`config.mk`:
```
export PLATFORM = sky130hd
export DESIGN_NAME = tmr_slave_sync
export DESIGN_NICKNAME = d
export VERILOG_FILES = /design/src/rtl/tss_pkg.sv /design/src/rtl/tss_trig_path.sv /design/src/rtl/tss_mode_ctl.sv /design/src/rtl/tss_counter.sv /design/src/rtl/tmr_slave_sync.sv
export SDC_FILE = /design/constraint.sdc
export NUM_CORES = 1
export LEC_CHECK = 0
export BUFFER_PORTS_ARGS = -buffer_cell sky130_fd_sc_hd__buf_2
export CORE_ASPECT_RATIO = 0.8
export CORE_UTILIZATION = 45
export CTS_BUF_LIST = sky130_fd_sc_hd__clkbuf_4
export CTS_CLUSTER_SIZE = 14
export DETAILED_ROUTE_END_ITERATION = 10
export HOLD_SLACK_MARGIN = 0.1
export PLACE_DENSITY = 0.72
export SLEW_MARGIN = 20
export SYNTH_ARGS = -nofsm -noshare
export SYNTH_HDL_FRONTEND = slang
export SYNTH_SLANG_ARGS = --single-unit
```
`constraint.sdc`:
```
create_clock -name clk -period 4.9 [get_ports clk]
set_input_delay 0.245 -clock clk [delete_from_list [all_inputs] [get_ports clk]]
set_output_delay 0.245 -clock clk [all_outputs]
set_load 0.1 [all_outputs]
```
`src/rtl/tss_pkg.sv`:
```
package tss_pkg;
  localparam logic [2:0] MODE_OFF   = 3'b000;
  localparam logic [2:0] MODE_CLEAR = 3'b100;
  localparam logic [2:0] MODE_GATE  = 3'b101;
  localparam logic [2:0] MODE_START = 3'b110;

  localparam logic [2:0] SEL_IN_A   = 3'b101;
  localparam logic [2:0] SEL_IN_B   = 3'b110;
endpackage

```
`src/rtl/tss_trig_path.sv`:
```
module tss_trig_path
  import tss_pkg::*;
(
  input  logic       clk,
  input  logic       rst,
  input  logic [2:0] sel_i,
  input  logic       in_a_i,
  input  logic       in_b_i,
  output logic       lvl_o,
  output logic       evt_o
);
  logic a_q, b_q;
  logic sel_now, sel_prev;

  always_comb begin
    case (sel_i)
      SEL_IN_A: begin sel_now = in_a_i; sel_prev = a_q; end
      SEL_IN_B: begin sel_now = in_b_i; sel_prev = b_q; end
      default:  begin sel_now = 1'b0;   sel_prev = 1'b0; end
    endcase
  end

  always_ff @(posedge clk) begin
    if (rst) begin
      a_q   <= 1'b0;
      b_q   <= 1'b0;
      lvl_o <= 1'b0;
      evt_o <= 1'b0;
    end else begin
      a_q   <= in_a_i;
      b_q   <= in_b_i;
      lvl_o <= sel_now;
      evt_o <= sel_now & ~sel_prev;
    end
  end
endmodule

```
`src/rtl/tss_mode_ctl.sv`:
```
module tss_mode_ctl
  import tss_pkg::*;
(
  input  logic       clk,
  input  logic       rst,
  input  logic [2:0] mode_i,
  input  logic       sw_run_i,
  input  logic       urs_i,
  input  logic       trg_lvl_i,
  input  logic       trg_evt_i,
  output logic       run_o,
  output logic       clr_req_o,
  output logic       clr_upd_o
);
  logic started_q;
  logic run_next;

  always_comb begin
    case (mode_i)
      MODE_GATE:  run_next = sw_run_i & trg_lvl_i;
      MODE_START: run_next = sw_run_i | started_q | trg_evt_i;
      default:    run_next = sw_run_i;
    endcase
  end

  assign clr_req_o = (mode_i == MODE_CLEAR) & trg_evt_i;
  assign clr_upd_o = clr_req_o & ~urs_i;

  always_ff @(posedge clk) begin
    if (rst) begin
      started_q <= 1'b0;
      run_o     <= 1'b0;
    end else begin
      started_q <= (mode_i == MODE_START) ? (started_q | trg_evt_i) : 1'b0;
      run_o     <= run_next;
    end
  end
endmodule

```
`src/rtl/tss_counter.sv`:
```
module tss_counter #(
  parameter int CNT_W = 8,
  parameter int PSC_W = 4
) (
  input  logic             clk,
  input  logic             rst,
  input  logic             run_i,
  input  logic             clr_i,
  input  logic             clr_upd_i,
  input  logic [PSC_W-1:0] psc_i,
  input  logic [CNT_W-1:0] arr_pre_i,
  input  logic [CNT_W-1:0] cmp_pre_i,
  output logic [CNT_W-1:0] cnt_o,
  output logic [CNT_W-1:0] arr_act_o,
  output logic [CNT_W-1:0] cmp_act_o,
  output logic             upd_o,
  output logic             clr_o
);
  localparam logic [CNT_W-1:0] ARR_RST = {CNT_W{1'b1}};

  logic [PSC_W-1:0] psc_q;
  logic             tick;
  logic             wrap;

  assign tick = run_i && (psc_q >= psc_i);
  assign wrap = tick && (cnt_o >= arr_act_o);

  always_ff @(posedge clk) begin
    if (rst) begin
      psc_q     <= '0;
      cnt_o     <= '0;
      arr_act_o <= ARR_RST;
      cmp_act_o <= '0;
      upd_o     <= 1'b0;
      clr_o     <= 1'b0;
    end else begin
      clr_o <= clr_i;
      upd_o <= 1'b0;
      if (clr_i) begin
        psc_q <= '0;
        cnt_o <= '0;
        if (clr_upd_i) begin
          upd_o     <= 1'b1;
          arr_act_o <= arr_pre_i;
          cmp_act_o <= cmp_pre_i;
        end
      end else if (run_i) begin
        if (tick) begin
          psc_q <= '0;
          if (wrap) begin
            cnt_o     <= '0;
            upd_o     <= 1'b1;
            arr_act_o <= arr_pre_i;
            cmp_act_o <= cmp_pre_i;
          end else begin
            cnt_o <= cnt_o + 1'b1;
          end
        end else begin
          psc_q <= psc_q + 1'b1;
        end
      end
    end
  end
endmodule

```
`src/rtl/tmr_slave_sync.sv`:
```
module tmr_slave_sync #(
  parameter int CNT_W = 8,
  parameter int PSC_W = 4
) (
  input  logic             clk,
  input  logic             rst,
  input  logic             sw_run_i,
  input  logic [2:0]       slave_mode_i,
  input  logic [2:0]       trig_sel_i,
  input  logic             urs_i,
  input  logic             tin_a_i,
  input  logic             tin_b_i,
  input  logic [PSC_W-1:0] psc_i,
  input  logic [CNT_W-1:0] arr_pre_i,
  input  logic [CNT_W-1:0] cmp_pre_i,
  output logic [CNT_W-1:0] cnt_o,
  output logic             run_o,
  output logic             clr_o,
  output logic             upd_o,
  output logic [CNT_W-1:0] arr_act_o,
  output logic [CNT_W-1:0] cmp_act_o
);
  logic trg_lvl, trg_evt;
  logic clr_req, clr_upd;

  tss_trig_path u_trig (
    .clk    (clk),
    .rst    (rst),
    .sel_i  (trig_sel_i),
    .in_a_i (tin_a_i),
    .in_b_i (tin_b_i),
    .lvl_o  (trg_lvl),
    .evt_o  (trg_evt)
  );

  tss_mode_ctl u_mode (
    .clk       (clk),
    .rst       (rst),
    .mode_i    (slave_mode_i),
    .sw_run_i  (sw_run_i),
    .urs_i     (urs_i),
    .trg_lvl_i (trg_lvl),
    .trg_evt_i (trg_evt),
    .run_o     (run_o),
    .clr_req_o (clr_req),
    .clr_upd_o (clr_upd)
  );

  tss_counter #(.CNT_W(CNT_W), .PSC_W(PSC_W)) u_cnt (
    .clk       (clk),
    .rst       (rst),
    .run_i     (run_o),
    .clr_i     (clr_req),
    .clr_upd_i (clr_upd),
    .psc_i     (psc_i),
    .arr_pre_i (arr_pre_i),
    .cmp_pre_i (cmp_pre_i),
    .cnt_o     (cnt_o),
    .arr_act_o (arr_act_o),
    .cmp_act_o (cmp_act_o),
    .upd_o     (upd_o),
    .clr_o     (clr_o)
  );
endmodule

```
==> flow_summary.ini <==
[clock_network]
cts_buffers = 5
cts_post_setup_buffers_inserted = 0
cts_tree = done
clk_latency_ns = 0.35
clock_path_buffers = 2
clock_h_tree_levels = 2
cts_resized = 0
clock_tree.root_cell = clkbuf_4
clock_sink_count = 36
clk_transition_reported_paths_ns = 0.12

[global_route]
grt_usage = 0.189
first_pass_grt_wire_length_um = 6240
first_global_vias = 1450
maximum_number_of_pins_on_one_net_before_global_route_repair = 19
number_of_antenna_violations_at_the_first_check_in_global_routing = 0
global_route_congestion_overflow_total = 0

[logic_synthesis]
synth_sequential_area_ratio = 0.397
synthSimpleGateAreaFrac = 0.194
synth-seq-cells = 36
synthArstFlopShare = 0
synth_area_leader_cell = dfxtp_1
netlist_area_um2 = 1820
number_of_synthesized_flops_with_an_enable_pin = 0
synth_compound_gate_area_share = 0.162
synth_nets = 244
synth_flop_cell = dfxtp_1
synthXorXnorAreaFrac = 0.0145
synth.top_cells.by_area = dfxtp_1, ha_1, mux2i_1
yosys_warnings = 0
synth_area_per_cell_um2 = 9.18
netlist-cell-type-count = 39
synth_cells = 198
yosys.area_share.adder = 0.0964
synth_largest_type_area_fraction = 0.397
muxShareOfSynthArea = 0.0882
largest_family_of_logic_cells_by_synthesized_area = simple AND/OR/NAND/NOR gates

[final_layout]
final.fill_count = 352
final_area_um2 = 2230
num-nets-final = 304
antenna_cells_inserted = 0
area_growth_pct = 22.8
layout.cells.non_filler = 314
drive_gt1_frac = 0.290

[worst_setup_path]
path_cells = inv_1 > ha_1 > nand2b_1 > a2111oi_0 > or2_2 > nand2b_1 > mux2i_1 > a21oi_1
reg2reg_depth = 8
cp-start-kind = register
worst-path-stages = 8
worst-setup-path-type = reg -> reg
cpPeakStageDelay_ns = 0.51
critical_path.slowest_cell = a2111oi_0
cp_data_arrival_time_ns = 2.80
endpoint_kind = register
critical_path.max_fanout = 12
crit_path_frequent_cell = nand2b_1
cpLargestDelayFamily = simple AND/OR/NAND/NOR gates
number_of_buffers_and_inverters_on_the_critical_path = 1
cp_data_required_time_ns = 5.12

[timing]
timing.final.ws_setup_ns = 2.33
hold_viol_final = 0
fin_skew_ns = 0.0200
highest_attainable_clock_frequency_mhz = 389
fin_crit_sh = 0.525
final.min_clock_period_ns = 2.57
grt_setup_unrepaired = false
setup-violations-final = 0
slew_viol_final = 0
slew_headroom = 0.645
timing_worst_slew_pin_value_ns = 0.519
setup_total_negative_slack_ns = 0

[placement]
detailedPlacementHpwl_um = 2730
gpl.final_weighted_congestion = 0.734
pre_cts_ws_ns = 2.32
place_inst = 305
port_buffer_count = 58
dpl-instance-area_um2 = 2140

[floorplan]
fp.dieW_um = 73.0
start_util = 0.475
die_height_um = 58.8
ios = 59
core.rowCount = 20
core_um2 = 3830
die_area_um2 = 4300

[run]
maxCapViolCount = 0

[pwr]
cell_internal_power_dissipation_mw = 0.427
vdd_ir_drop_max_v = 0.000154
netSwitchingPower_mw = 0.128
seq_power_share = 0.539
switching_share = 0.230
p_leak_nw = 1.21
pwr-share-clk = 0.385
share_comb_of_total_power = 0.076
power.density_cell_area_nw_per_um2 = 249
design_power_total_mw = 0.555

[min_path]
holdCritPathClass = in -> reg
holdPathStages = 3

[route]
firstDrtPassIters = 4
residual_antenna_violating_net_count_after_detailed_routing = 0
drt-initial-drc-count = 57
wl_um = 3620
vias = 1555
post_drt_via_cell_ratio = 4.95
route.detailed.wl_per_inst_um = 11.5
number_of_remaining_drc_errors = 0

[run_status]
run_status = completed
[routing by layer]
metal,global-route usage,vias to the layer above,share of wire
met1,0.247,677,0.51
met2,0.291,59,0.40
met5,0,-,0
met3,0.0582,7,0.075
li1,-,812,-
met4,0.0756,0,0.014
[power by group through the flow]
stage | sequential [mW] | clock, mW | combinational [mW]
5_1_grt | 0.300 | 0.234 | 0.0478
6_report | 0.299 | 0.214 | 0.0423
3_5_place_dp | 0.306 | 0 | 0.0420
4_1_cts | 0.299 | 0.219 | 0.0422
2_1_floorplan | 0.311 | 0 | 0.0175
3_3_place_gp | 0.306 | 0 | 0.0414
[metrics by stage]
stage | hold slack, ns | util
2_1_floorplan | 0.334 | -
3_3_place_gp | 0.470 | 0.559
3_5_place_dp | 0.478 | 0.559
4_1_cts | 0.100 | 0.580
5_1_grt | 0.105 | 0.583
6_report | 0.118 | 0.583
[path summary, 6_finish.rpt]
kind	startpoint	to	slack, ns
hold reg to reg	u_cnt.cmp_act_o[6]	u_cnt.cmp_act_o[6]	0.50
setup / recovery	u_cnt.psc_q[0]	u_cnt.arr_act_o[5]	2.33
hold / removal	cmp_pre_i[6]	u_cnt.cmp_act_o[6]	0.12
setup reg to reg	u_cnt.psc_q[0]	u_cnt.arr_act_o[5]	2.33
[tightest hold or removal path: cells and delay by family]
kind,cells,cell delay [ns]
muxes,1,0.05
buffers and inverters,1,0.07
and+or+nand+nor,1,0.07
[state kept, by name, summed over array words and instances (netlist names)]
| name | count |
|---|---|
| u_cnt.arr_act_o | 8 |
| u_cnt.clr_o | 1 |
| u_cnt.cmp_act_o | 8 |
| u_cnt.cnt_o | 8 |
| u_cnt.psc_q | 4 |
| u_cnt.upd_o | 1 |
| u_mode.run_o | 1 |
| u_mode.started_q | 1 |
| u_trig.a_q | 1 |
| u_trig.b_q | 1 |
| u_trig.evt_o | 1 |
| u_trig.lvl_o | 1 |
[kinds of logic (layout without fill, tap and decap cells)]
logic type,after synthesis,in the layout
fa+ha+maj,14,14
buf+inv,20,81
mux,16,16
simple gates,66,66
compound gates,43,43
xor+xnor,3,3
flops,36,36
[layout by cell type (no fill, tap or decap)]
cell,netlist,routed
o22ai_4,1,1
nor3_1,3,3
nor2_1,24,24
a31o_2,1,1
and4b_1,1,1
o21a_1,2,2
nor2b_1,5,5
mux2i_1,16,16
and4bb_2,1,1
o22ai_1,7,7
a211oi_1,1,1
or4_4,1,1
or2_2,2,2
buf_2,1,58
o21ai_0,8,8
and3b_1,2,2
nand3_1,4,4
nand3b_1,5,5
nand2b_1,4,4
a21oi_4,1,1
nand4_1,1,1
xnor2_1,1,1
nor2_2,1,1
nor4b_1,1,1
clkinv_2,0,1
inv_1,14,14
bufinv_16,0,1
nand2_1,8,8
a21oi_1,17,17
dfxtp_1,36,36
clkbuf_4,0,6
dlygate4sd3_1,0,1
and3_1,3,3
o211a_1,2,2
a2111oi_0,1,1
xor2_1,2,2
o31ai_4,1,1
ha_1,14,14
a21o_1,1,1
[synth_stat cells (5+ instances only)]
cell type	number
dfxtp_1	36
nor2_1	24
a21oi_1	17
mux2i_1	16
ha_1	14
inv_1	14
nand2_1	8
o21ai_0	8
o22ai_1	7
nand3b_1	5
nor2b_1	5
[cell type report]
cell class / count / area (um^2) / area share
well taps: 55 / 68.8 / 0.0308
inverters: 14 / 52.6 / 0.0236
clock buffers: 6 / 45.0 / 0.0202
multi-input cells: 142 / 1010 / 0.452
flip-flops and latches: 36 / 721 / 0.323
clock inverters: 2 / 35.0 / 0.0157
repair buffers: 59 / 300 / 0.135
[repair_timing]
item                                    CTS  global route
endpoints found under the hold margin     0             1
hold buffers                              0             1
endpoints found under the setup margin    0             0
Power figures use the tool's default switching activity.
